`src/rtl/cfe_pkg.sv`:
```
package cfe_pkg;

   // Outcome of one incoming event at a source FIFO
   typedef enum logic [1:0] {
      PUSH_NONE  = 2'd0,
      PUSH_STORE = 2'd1,
      PUSH_SWAP  = 2'd2,
      PUSH_DROP  = 2'd3
   } cfe_push_e;

   // Low address bits cleared for 64-bit word alignment
   localparam int CFE_WORD_LSB = 3;

endpackage

```
`src/rtl/cfe_src_fifo.sv`:
```
module cfe_src_fifo
   import cfe_pkg::*;
#(
   parameter int DEPTH     = 4,
   parameter int ADDR_W    = 32,
   parameter int ALIGN_LSB = CFE_WORD_LSB
) (
   input  logic              clk_i,
   input  logic              rst_ni,
   input  logic              push_i,
   input  logic [ADDR_W-1:0] addr_i,
   input  logic              pop_i,
   output logic [ADDR_W-1:0] head_o,
   output logic              empty_o,
   output cfe_push_e         kind_o,
   output logic              fills_o
);

   localparam int PTR_W = (DEPTH > 1) ? $clog2(DEPTH) : 1;
   localparam int CNT_W = $clog2(DEPTH + 1);
   localparam logic [CNT_W-1:0] CNT_FULL = CNT_W'(DEPTH);
   localparam logic [PTR_W-1:0] PTR_LAST = PTR_W'(DEPTH - 1);

   if (DEPTH < 2) begin : g_chk_depth
      $error("cfe_src_fifo: DEPTH must be at least 2");
   end
   if (ALIGN_LSB < 0 || ALIGN_LSB >= ADDR_W) begin : g_chk_align
      $error("cfe_src_fifo: ALIGN_LSB out of range");
   end

   logic [ADDR_W-1:0] mem [DEPTH];
   logic [PTR_W-1:0]  wr_ptr, rd_ptr;
   logic [CNT_W-1:0]  cnt, cnt_nxt;
   logic [ADDR_W-1:0] wdata;
   logic              is_full, pop_ok, push_ok;

   function automatic logic [PTR_W-1:0] ptr_step(input logic [PTR_W-1:0] p);
      return (p == PTR_LAST) ? '0 : p + 1'b1;
   endfunction

   if (ALIGN_LSB == 0) begin : g_no_align
      assign wdata = addr_i;
   end else begin : g_align
      assign wdata = {addr_i[ADDR_W-1:ALIGN_LSB], {ALIGN_LSB{1'b0}}};
   end

   assign is_full = (cnt == CNT_FULL);
   assign empty_o = (cnt == '0);
   assign pop_ok  = pop_i && !empty_o;

   always_comb begin
      if (!push_i)      kind_o = PUSH_NONE;
      else if (!is_full) kind_o = PUSH_STORE;
      else if (pop_ok)  kind_o = PUSH_SWAP;
      else              kind_o = PUSH_DROP;
   end

   assign push_ok = (kind_o == PUSH_STORE) || (kind_o == PUSH_SWAP);
   assign cnt_nxt = cnt + CNT_W'(push_ok) - CNT_W'(pop_ok);
   assign fills_o = push_ok && (cnt_nxt == CNT_FULL);

   always_ff @(posedge clk_i or negedge rst_ni) begin
      if (!rst_ni) begin
         wr_ptr <= '0;
         rd_ptr <= '0;
         cnt    <= '0;
      end else begin
         if (push_ok) wr_ptr <= ptr_step(wr_ptr);
         if (pop_ok)  rd_ptr <= ptr_step(rd_ptr);
         cnt <= cnt_nxt;
      end
   end

   always_ff @(posedge clk_i) begin
      if (push_ok) mem[wr_ptr] <= wdata;
   end

   assign head_o = mem[rd_ptr];

   // occupancy never exceeds the depth
   a_r3_cnt_bound: assert property (@(posedge clk_i) disable iff (!rst_ni)
      cnt <= CNT_FULL);

   // a dropped event leaves the FIFO exactly as full as before
   a_r6_drop_keeps_full: assert property (@(posedge clk_i) disable iff (!rst_ni)
      (kind_o == PUSH_DROP) |=> (cnt == CNT_FULL) && $stable(wr_ptr) && $stable(rd_ptr));

   // a swap on a full FIFO keeps it full
   a_r8_swap_stays_full: assert property (@(posedge clk_i) disable iff (!rst_ni)
      (kind_o == PUSH_SWAP) |=> (cnt == CNT_FULL));

   // popping an empty FIFO without a push keeps it empty
   a_r10_empty_pop: assert property (@(posedge clk_i) disable iff (!rst_ni)
      (pop_i && empty_o && !push_i) |=> empty_o && $stable(rd_ptr));

endmodule

```
`src/rtl/cfe_src_flags.sv`:
```
module cfe_src_flags (
   input  logic clk_i,
   input  logic rst_ni,
   input  logic fill_i,
   input  logic drop_i,
   input  logic clr_full_i,
   input  logic clr_ovf_i,
   output logic full_o,
   output logic ovf_o
);

   // Setting wins over a clear at the same edge
   always_ff @(posedge clk_i or negedge rst_ni) begin
      if (!rst_ni) begin
         full_o <= 1'b0;
         ovf_o  <= 1'b0;
      end else begin
         full_o <= fill_i | (full_o & ~clr_full_i);
         ovf_o  <= drop_i | (ovf_o & ~clr_ovf_i);
      end
   end

   // full flag appears the edge the last slot fills
   a_r4_full_on_fill: assert property (@(posedge clk_i) disable iff (!rst_ni)
      fill_i |=> full_o);

   // full flag is sticky without a clear
   a_r4_full_sticky: assert property (@(posedge clk_i) disable iff (!rst_ni)
      (full_o && !clr_full_i) |=> full_o);

   // overflow flag records every drop
   a_r6_ovf_on_drop: assert property (@(posedge clk_i) disable iff (!rst_ni)
      drop_i |=> ovf_o);

   // a flag only falls through a clear
   a_r9_fall_needs_clear: assert property (@(posedge clk_i) disable iff (!rst_ni)
      (ovf_o && !clr_ovf_i) |=> ovf_o);

endmodule

```
`src/rtl/cfe_fault_fifo_bank.sv`:
```
module cfe_fault_fifo_bank
   import cfe_pkg::*;
#(
   parameter int N_SRC     = 3,
   parameter int DEPTH     = 4,
   parameter int ADDR_W    = 32,
   parameter int ALIGN_LSB = CFE_WORD_LSB,
   localparam int SEL_W    = (N_SRC > 1) ? $clog2(N_SRC) : 1
) (
   input  logic                    clk,
   input  logic                    rst_n,
   input  logic                    full_irq_en,
   input  logic                    serr_en,
   input  logic [N_SRC-1:0]        evt_valid,
   input  logic [N_SRC*ADDR_W-1:0] evt_addr,
   input  logic [SEL_W-1:0]        rd_sel,
   input  logic                    rd_pop,
   output logic [ADDR_W-1:0]       rd_data,
   output logic                    rd_empty,
   input  logic                    clr_wr,
   input  logic                    clr_priv,
   input  logic [N_SRC-1:0]        clr_full_mask,
   input  logic [N_SRC-1:0]        clr_ovf_mask,
   output logic [N_SRC-1:0]        full_stat,
   output logic [N_SRC-1:0]        ovf_stat,
   output logic                    full_irq,
   output logic                    serr_evt
);

   if (N_SRC < 1) begin : g_chk_src
      $error("cfe_fault_fifo_bank: N_SRC must be at least 1");
   end

   logic [ADDR_W-1:0] heads [N_SRC];
   logic [N_SRC-1:0]  empties, fills, drops;
   logic [N_SRC-1:0]  clr_full_en, clr_ovf_en;
   logic              serr_q;

   assign clr_full_en = (clr_wr && clr_priv) ? clr_full_mask : '0;
   assign clr_ovf_en  = (clr_wr && clr_priv) ? clr_ovf_mask  : '0;

   for (genvar s = 0; s < N_SRC; s++) begin : g_src
      logic      pop_s;
      cfe_push_e kind_s;

      assign pop_s    = rd_pop && (rd_sel == SEL_W'(s));
      assign drops[s] = (kind_s == PUSH_DROP);

      cfe_src_fifo #(
         .DEPTH    (DEPTH),
         .ADDR_W   (ADDR_W),
         .ALIGN_LSB(ALIGN_LSB)
      ) u_fifo (
         .clk_i  (clk),
         .rst_ni (rst_n),
         .push_i (evt_valid[s]),
         .addr_i (evt_addr[s*ADDR_W +: ADDR_W]),
         .pop_i  (pop_s),
         .head_o (heads[s]),
         .empty_o(empties[s]),
         .kind_o (kind_s),
         .fills_o(fills[s])
      );

      cfe_src_flags u_flags (
         .clk_i     (clk),
         .rst_ni    (rst_n),
         .fill_i    (fills[s]),
         .drop_i    (drops[s]),
         .clr_full_i(clr_full_en[s]),
         .clr_ovf_i (clr_ovf_en[s]),
         .full_o    (full_stat[s]),
         .ovf_o     (ovf_stat[s])
      );
   end

   always_comb begin
      rd_empty = 1'b1;
      rd_data  = '0;
      for (int s = 0; s < N_SRC; s++) begin
         if (rd_sel == SEL_W'(s)) begin
            rd_empty = empties[s];
            rd_data  = empties[s] ? '0 : heads[s];
         end
      end
   end

   always_ff @(posedge clk or negedge rst_n) begin
      if (!rst_n) serr_q <= 1'b0;
      else        serr_q <= serr_en && (|drops);
   end

   assign serr_evt = serr_q;
   assign full_irq = full_irq_en && (|full_stat);

   // an error event always traces back to an enabled cycle
   a_r7_serr_enabled: assert property (@(posedge clk) disable iff (!rst_n)
      serr_evt |-> $past(serr_en));

   // with no drop there is no error event next cycle
   a_r7_serr_needs_drop: assert property (@(posedge clk) disable iff (!rst_n)
      (drops == '0) |=> !serr_evt);

   // an unprivileged clear write leaves every set flag in place
   a_r9_unpriv_ignored: assert property (@(posedge clk) disable iff (!rst_n)
      (clr_wr && !clr_priv) |=>
         ((full_stat & $past(full_stat)) == $past(full_stat)) &&
         ((ovf_stat & $past(ovf_stat)) == $past(ovf_stat)));

endmodule

```
`config.mk`:
```
export PLATFORM = sky130hd
export DESIGN_NAME = cfe_fault_fifo_bank
export DESIGN_NICKNAME = d
export VERILOG_FILES = /design/src/rtl/cfe_pkg.sv /design/src/rtl/cfe_src_fifo.sv /design/src/rtl/cfe_src_flags.sv /design/src/rtl/cfe_fault_fifo_bank.sv
export SDC_FILE = /design/constraint.sdc
export NUM_CORES = 1
export LEC_CHECK = 0
export BUFFER_PORTS_ARGS = -buffer_cell sky130_fd_sc_hd__buf_2
export CAP_MARGIN = 20
export CELL_PAD_IN_SITES_DETAIL_PLACEMENT = 0
export CELL_PAD_IN_SITES_GLOBAL_PLACEMENT = 1
export CORE_UTILIZATION = 50
export CTS_BUF_LIST = sky130_fd_sc_hd__clkbuf_8
export DETAILED_ROUTE_END_ITERATION = 8
export PLACE_DENSITY = 0.79
export SLEW_MARGIN = 15
export SYNTH_ARGS = -nofsm -noshare
export SYNTH_HDL_FRONTEND = slang
export SYNTH_SLANG_ARGS = --single-unit
```
`constraint.sdc`:
```
create_clock -name clk -period 3.75 [get_ports clk]
set_input_delay 0.375 -clock clk [delete_from_list [all_inputs] [get_ports clk]]
set_output_delay 0.375 -clock clk [all_outputs]
set_load 0.01 [all_outputs]
```
==> results of run 1 <==
[per-layer routing]
metal | vias to the layer above | share of wire
met4 | 2 | 0.022
met1 | 3856 | 0.41
met3 | 57 | 0.062
li1 | 3408 | -
met2 | 234 | 0.50
met5 | - | 0.00045
[final timing paths]
kind	end	slack (ps)
max reg2reg	g_src[0].u_flags.full_o	660
max	g_src[0].u_flags.full_o	660
min reg2reg	g_src[0].u_flags.ovf_o	470
min	g_src[1].u_fifo.mem[0][23]	20
min in group asynchronous	g_src[1].u_fifo.cnt[0]	360
max in group asynchronous	g_src[2].u_fifo.rd_ptr[0]	2910
[power by group]
group          internal [mW]  switching, mW
Combinational           1.81           1.95
Clock                   1.51           1.48
Sequential              5.67          0.409
[kinds of logic (layout without fill, tap and decap cells)]
family,Yosys count,in the layout,synth area share
adders and majority gates,27,27,0.0244
muxes,93,93,0.138
and+or+nand+nor,82,82,0.0301
DFF,376,376,0.756
other,1,4,0.000254
xor gates and xnor gates,6,6,0.00356
AOI/OAI and AO/OA,47,47,0.0282
buffers and inverters,63,376,0.0203
[area by class of cell]
class,count,share of cell area
Clock inverter,44,0.0126
Multi-Input combinational cell,258,0.186
Inverter,21,0.00442
Tap cell,384,0.0270
Antenna cell,1,0.000140
Sequential cell,376,0.626
Clock buffer,58,0.0448
Timing Repair Buffer,253,0.0994
[state kept, by name, summed over array words and instances, names as in the netlist]
| signal | count |
|---|---|
| g_src.u_fifo.wr_ptr | 6 |
| g_src.u_fifo.rd_ptr | 6 |
| g_src.u_flags.ovf_o | 3 |
| serr_evt | 1 |
| g_src.u_fifo.mem | 348 |
| g_src.u_fifo.cnt | 9 |
| g_src.u_flags.full_o | 3 |
[Yosys cell counts]
library cell	number	area (um2)
a31oi_1	2	12.5
dfrtp_1	28	701
buf_4	9	67.6
mux4_1	1	26.3
o31a_1	2	17.5
mux4_2	86	1940
inv_1	21	78.8
xnor2_1	5	43.8
fa_1	3	60.1
nor2b_1	2	12.5
a22o_1	1	8.76
buf_2	6	30.0
a32o_1	2	20.0
and2_1	15	93.8
nand2_1	14	52.6
mux2_2	6	67.6
clkbuf_1	24	90.1
buf_6	3	33.8
a221o_1	29	290
or3_1	3	18.8
ha_1	24	300
edfxtp_1	348	10500
o21a_1	1	7.51
xor2_1	1	8.76
nand3_1	1	5.00
nor2_1	13	48.8
a211oi_1	1	7.51
and3_1	34	213
a21o_1	3	22.5
conb_1	1	3.75
o21ai_0	6	30.0
[worst reg2reg max path, stage by stage (launching register included)]
cell and delay, ps:
dfrtp_1 390, or3_1 380, buf_4 220, nand3_1 220, o21a_1 180, ha_1 330
ha_1 250, fa_1 420, xnor2_1 210, xnor2_1 120, a32o_1 250
==> flow_summary.yaml, run 1 <==
job:
  max_cap_viol_count: 0
power:
  total_power_mw: 12.8
  max-vdd-ir-drop_v: 0.000289
  leakage_power_figure_nw: 6.56
  power_per_cell_area_nw_per_um2: 720
timing:
  timing.final.hold_violations: 0
  final-max-slew-violation-count: 0
  final_setup_vio_count: 0
  slew_headroom: 0.562
  grt_setup_unrepaired: "no"
  max_freq_ghz: 0.324
  final_min_period_over_clock_period: 0.823
  tns_ps: 0
  worst_clock_skew_ps: 17.5
  final.hold.worst_slack_ps: 24.9
  tightest_pin_transition_ps: 657
  min_period_ps: 3090
  setup_slack_ps: 664
clocking:
  cts_buffers: 56
  cts_repair_resize_count: 0
  clock_pin_slew_reported_for_the_worst_setup_and_hold_paths_after_clock_tree_synthesis_ps: 60
  cts_htree_levels: 2
  clock-sinks: 376
  tritoncts: "done"
  clk_latency_ps: 590
  clock_path_buffers: 3
  ctsRootBufferMaster: "clkbuf_8"
  cts.repair_timing.setup_buffer_count: 0
  holdBufCountCts: 85
die:
  num_ports: 155
  area_of_the_die_um2: 30200
  die_h_um: 174
  core_region_area_um2: 28900
  fp.dieW_um: 174
  effective_utilization_at_floorplan: 0.511
  rows: 62
global_route:
  grt.met3_usage: 0.0498
  antenna_violations_before_repair: 2
  grt_first_pass_wirelength_um: 45000
  grt.met2_usage: 0.328
  gr-total-overflow: 0
  globalRouteMet1Util: 0.256
  first_global_vias: 8048
  grt_start_max_net_pins: 32
  gr-usage-all-layers: 0.197
  globalRoute.busiestLayer: "met2"
worst_setup_path:
  path_delay_family: "adder cells"
  worst_path_max_delay_cell: "fa_1"
  critical_path.max_fanout: 31
  cp_data_arrival_time_ps: 3550
  worst-path-stages: 10
  cp-start-kind: "flip-flop"
  timing.setup.critical_path_class: "reg -> reg"
  critPathLaunch: "g_src[0].u_fifo.cnt[1]"
  reg2reg_depth: 10
  crit-reg2reg-launch: "g_src[0].u_fifo.cnt[1]"
  end_kind: "flip-flop"
  timing.critical_path.cells: "or3_1 > buf_4 > nand3_1 > o21a_1 > ha_1 > ha_1 > fa_1 > xnor2_1 > xnor2_1 > a32o_1"
  critical_path_buffers_and_inverters: 1
  critical_path_required_ps: 4210
  crit_path_max_incr_delay_ps: 420
logic_synthesis:
  ys_seq_elements: 376
  post_synth_inst_count: 695
  ys.warnings.count: 0
  synth.yosys.seq_area_share: 0.756
  yosysUniqueCellTypes: 31
  synthesis.area_um2: 14800
  post_synth.cell_area_avg_um2: 21.2
final_layout:
  stdcell_area_um2: 17800
  final_net_count: 1107
  nFillCells: 2056
  post_route_cells_drive_above_1_share: 0.335
  register_area_um2: 11200
  multi_input_area_um2: 3320
  final_cell_count_no_fill: 1395
  layout.cells.most_common_list: "edfxtp_1, buf_2, mux4_2, dlygate4sd3_1, clkbuf_8"
  area_growth_syn_to_layout_pct: 20.8
  final_core_utilization: 0.618
  layout_commonest_cell: "edfxtp_1"
drt:
  vias: 7557
  routed_via_density: 5.42
  avg_wl_per_cell_um: 20.8
  drt_iter0_markers: 526
  remaining_drc_errors: 0
  tritonroute_pass_1_iters: 5
  routed_wirelength_um: 29000
  detail-route-antenna-nets: 0
placement:
  place_ws_ps: 631
  dpl-instance-area_um2: 15900
  dp_hpwl_um: 19400
  final_weighted_congestion_of_routability_driven_global_placement: 0.741
  placement.io_buffers: 142
  place_inst: 1206
worst_hold_path:
  worst_hold_startpoint: "evt_addr[58]"
  worst_min_delay_path_category: "in -> reg"
  hold_path_depth: 1
outcome:
  status: "complete, no violations"
(Power assumes the default switching activity.)
==> run 2: changes to the inputs <==
Clock period 3.75 ns to 3.2 ns, I/O delays scaled along.
==> flow_summary.yaml, run 2 (synthesized netlist as in run 1, its figures left out) <==
outcome:
  status: "complete, no violations"
clocking:
  clock_pin_slew_reported_for_the_worst_setup_and_hold_paths_after_clock_tree_synthesis_ps: 60
  clock_path_buffers: 3
  tritoncts: "done"
  holdBufCountCts: 91
  cts_htree_levels: 2
  cts_repair_resize_count: 0
  cts_buffers: 57
  clock-sinks: 376
  clk_latency_ps: 580
  cts.repair_timing.setup_buffer_count: 0
  ctsRootBufferMaster: "clkbuf_8"
final_layout:
  stdcell_area_um2: 17900
  final_net_count: 1113
  layout_commonest_cell: "edfxtp_1"
  area_growth_syn_to_layout_pct: 21.5
  layout.cells.most_common_list: "edfxtp_1, buf_2, dlygate4sd3_1"
  top_register: "g_src.u_fifo.mem"
  nFillCells: 2074
  largest_reg_flops: 348
  post_route_cells_drive_above_1_share: 0.329
  reg_top3: "g_src.u_fifo.mem x348, g_src.u_fifo.cnt x9"
timing:
  final-max-slew-violation-count: 0
  slew_headroom: 0.571
  timing.final.hold_violations: 0
  tns_ps: 0
  tightest_pin_transition_ps: 643
  max_freq_ghz: 0.342
  grt_setup_unrepaired: "no"
  final_setup_vio_count: 0
  final_min_period_over_clock_period: 0.915
  final.hold.worst_slack_ps: 21.4
  worst_clock_skew_ps: 13.9
  min_period_ps: 2930
drt:
  routed_via_density: 5.48
  tritonroute_pass_1_iters: 4
  vias: 7688
  detail-route-antenna-nets: 0
  drt_iter0_markers: 678
  remaining_drc_errors: 0
  routed_wirelength_um: 29800
  avg_wl_per_cell_um: 21.2
power:
  leakage_power_figure_nw: 6.59
  seq_pwr_share: 0.461
  total_switching_power_mw: 4.55
  p_int_mw: 10.7
  power.combinational.fraction: 0.299
  power_per_cell_area_nw_per_um2: 850
  power.clock.fraction: 0.240
  total_power_mw: 15.2
  switching_share: 0.299
  max-vdd-ir-drop_v: 0.000389
worst_setup_path:
  crit-reg2reg-launch: "g_src[2].u_fifo.cnt[1]"
  critPathLaunch: "g_src[2].u_fifo.rd_ptr[0]"
  end_kind: "output pin"
  timing.setup.critical_path_class: "reg -> out"
  cp-start-kind: "flip-flop"
  critical_path_required_ps: 2880
  cp_data_arrival_time_ps: 2610
  critical_path.max_fanout: 14
die:
  core_region_area_um2: 28900
  die_h_um: 174
  num_ports: 155
  rows: 62
  area_of_the_die_um2: 30200
  effective_utilization_at_floorplan: 0.511
  fp.dieW_um: 174
placement:
  final_weighted_congestion_of_routability_driven_global_placement: 0.742
  placement.io_buffers: 142
  dp_hpwl_um: 19400
  dpl-instance-area_um2: 16000
worst_hold_path:
  worst_hold_startpoint: "clr_ovf_mask[1]"
  worst_min_delay_path_category: "in -> reg"
global_route:
  gr-total-overflow: 0
  grt_start_max_net_pins: 33
  gr-usage-all-layers: 0.202
  antenna_violations_before_repair: 2
  grt_first_pass_wirelength_um: 45800
  first_global_vias: 8004
job:
  max_cap_viol_count: 0
run 2: power groups by stage:
stage | combinational [mW] | sequential, mW | clock (mW)
global placement | 4.35 | 7.03 | 0
global route | 4.94 | 7.12 | 3.94
finish | 4.56 | 7.03 | 3.65
floorplan | 3.15 | 6.99 | 0
detailed placement | 4.52 | 7.13 | 0
CTS | 4.63 | 7.04 | 3.73
run 2: final timing paths:
path	slack (ps)	endpoint	cells after the start
max in group asynchronous	2430	g_src[0].u_fifo.rd_ptr[0]	2
min in group asynchronous	310	g_src[1].u_fifo.cnt[2]	2
setup reg to reg	310	g_src[2].u_flags.full_o	10
hold reg to reg	490	g_src[1].u_flags.ovf_o	1
setup / recovery	270	rd_data[14]	4
hold / removal	20	g_src[1].u_flags.ovf_o	3
run 2: cell type report:
class | count | area [um2] | share of cell area
antenna | 2 | 5.00 | 0.000279
clock buffer | 57 | 785 | 0.0437
clock inverter | 48 | 280 | 0.0156
inverter | 21 | 78.8 | 0.00440
multi-input combinational | 258 | 3320 | 0.185
sequential | 376 | 11200 | 0.622
tap | 384 | 480 | 0.0268
timing repair buffer | 258 | 1830 | 0.102
run 2: critical path, cell delays in order, from the launching register on:
cell	delay, ps
dfrtp_2	630
buf_4	350
mux4_2	540
a221o_1	340
buf_2	160
run 2: through the flow:
step | utilization | worst slack [ps] | std cells
after global placement | 0.553 | 482 | 1206
after floorplan | - | 525 | 697
final | 0.621 | 272 | 1404
after global routing | 0.621 | 106 | 1404
after detailed placement | 0.553 | 334 | 1206
after CTS | 0.621 | 194 | 1402
run 2: layer usage:
metal	wire length, um	GRT usage	vias up
met1	12500	0.281	3961
met5	0	0	-
met3	1610	0.0393	48
met2	15000	0.324	251
li1	-	-	3428
met4	686	0.0669	0
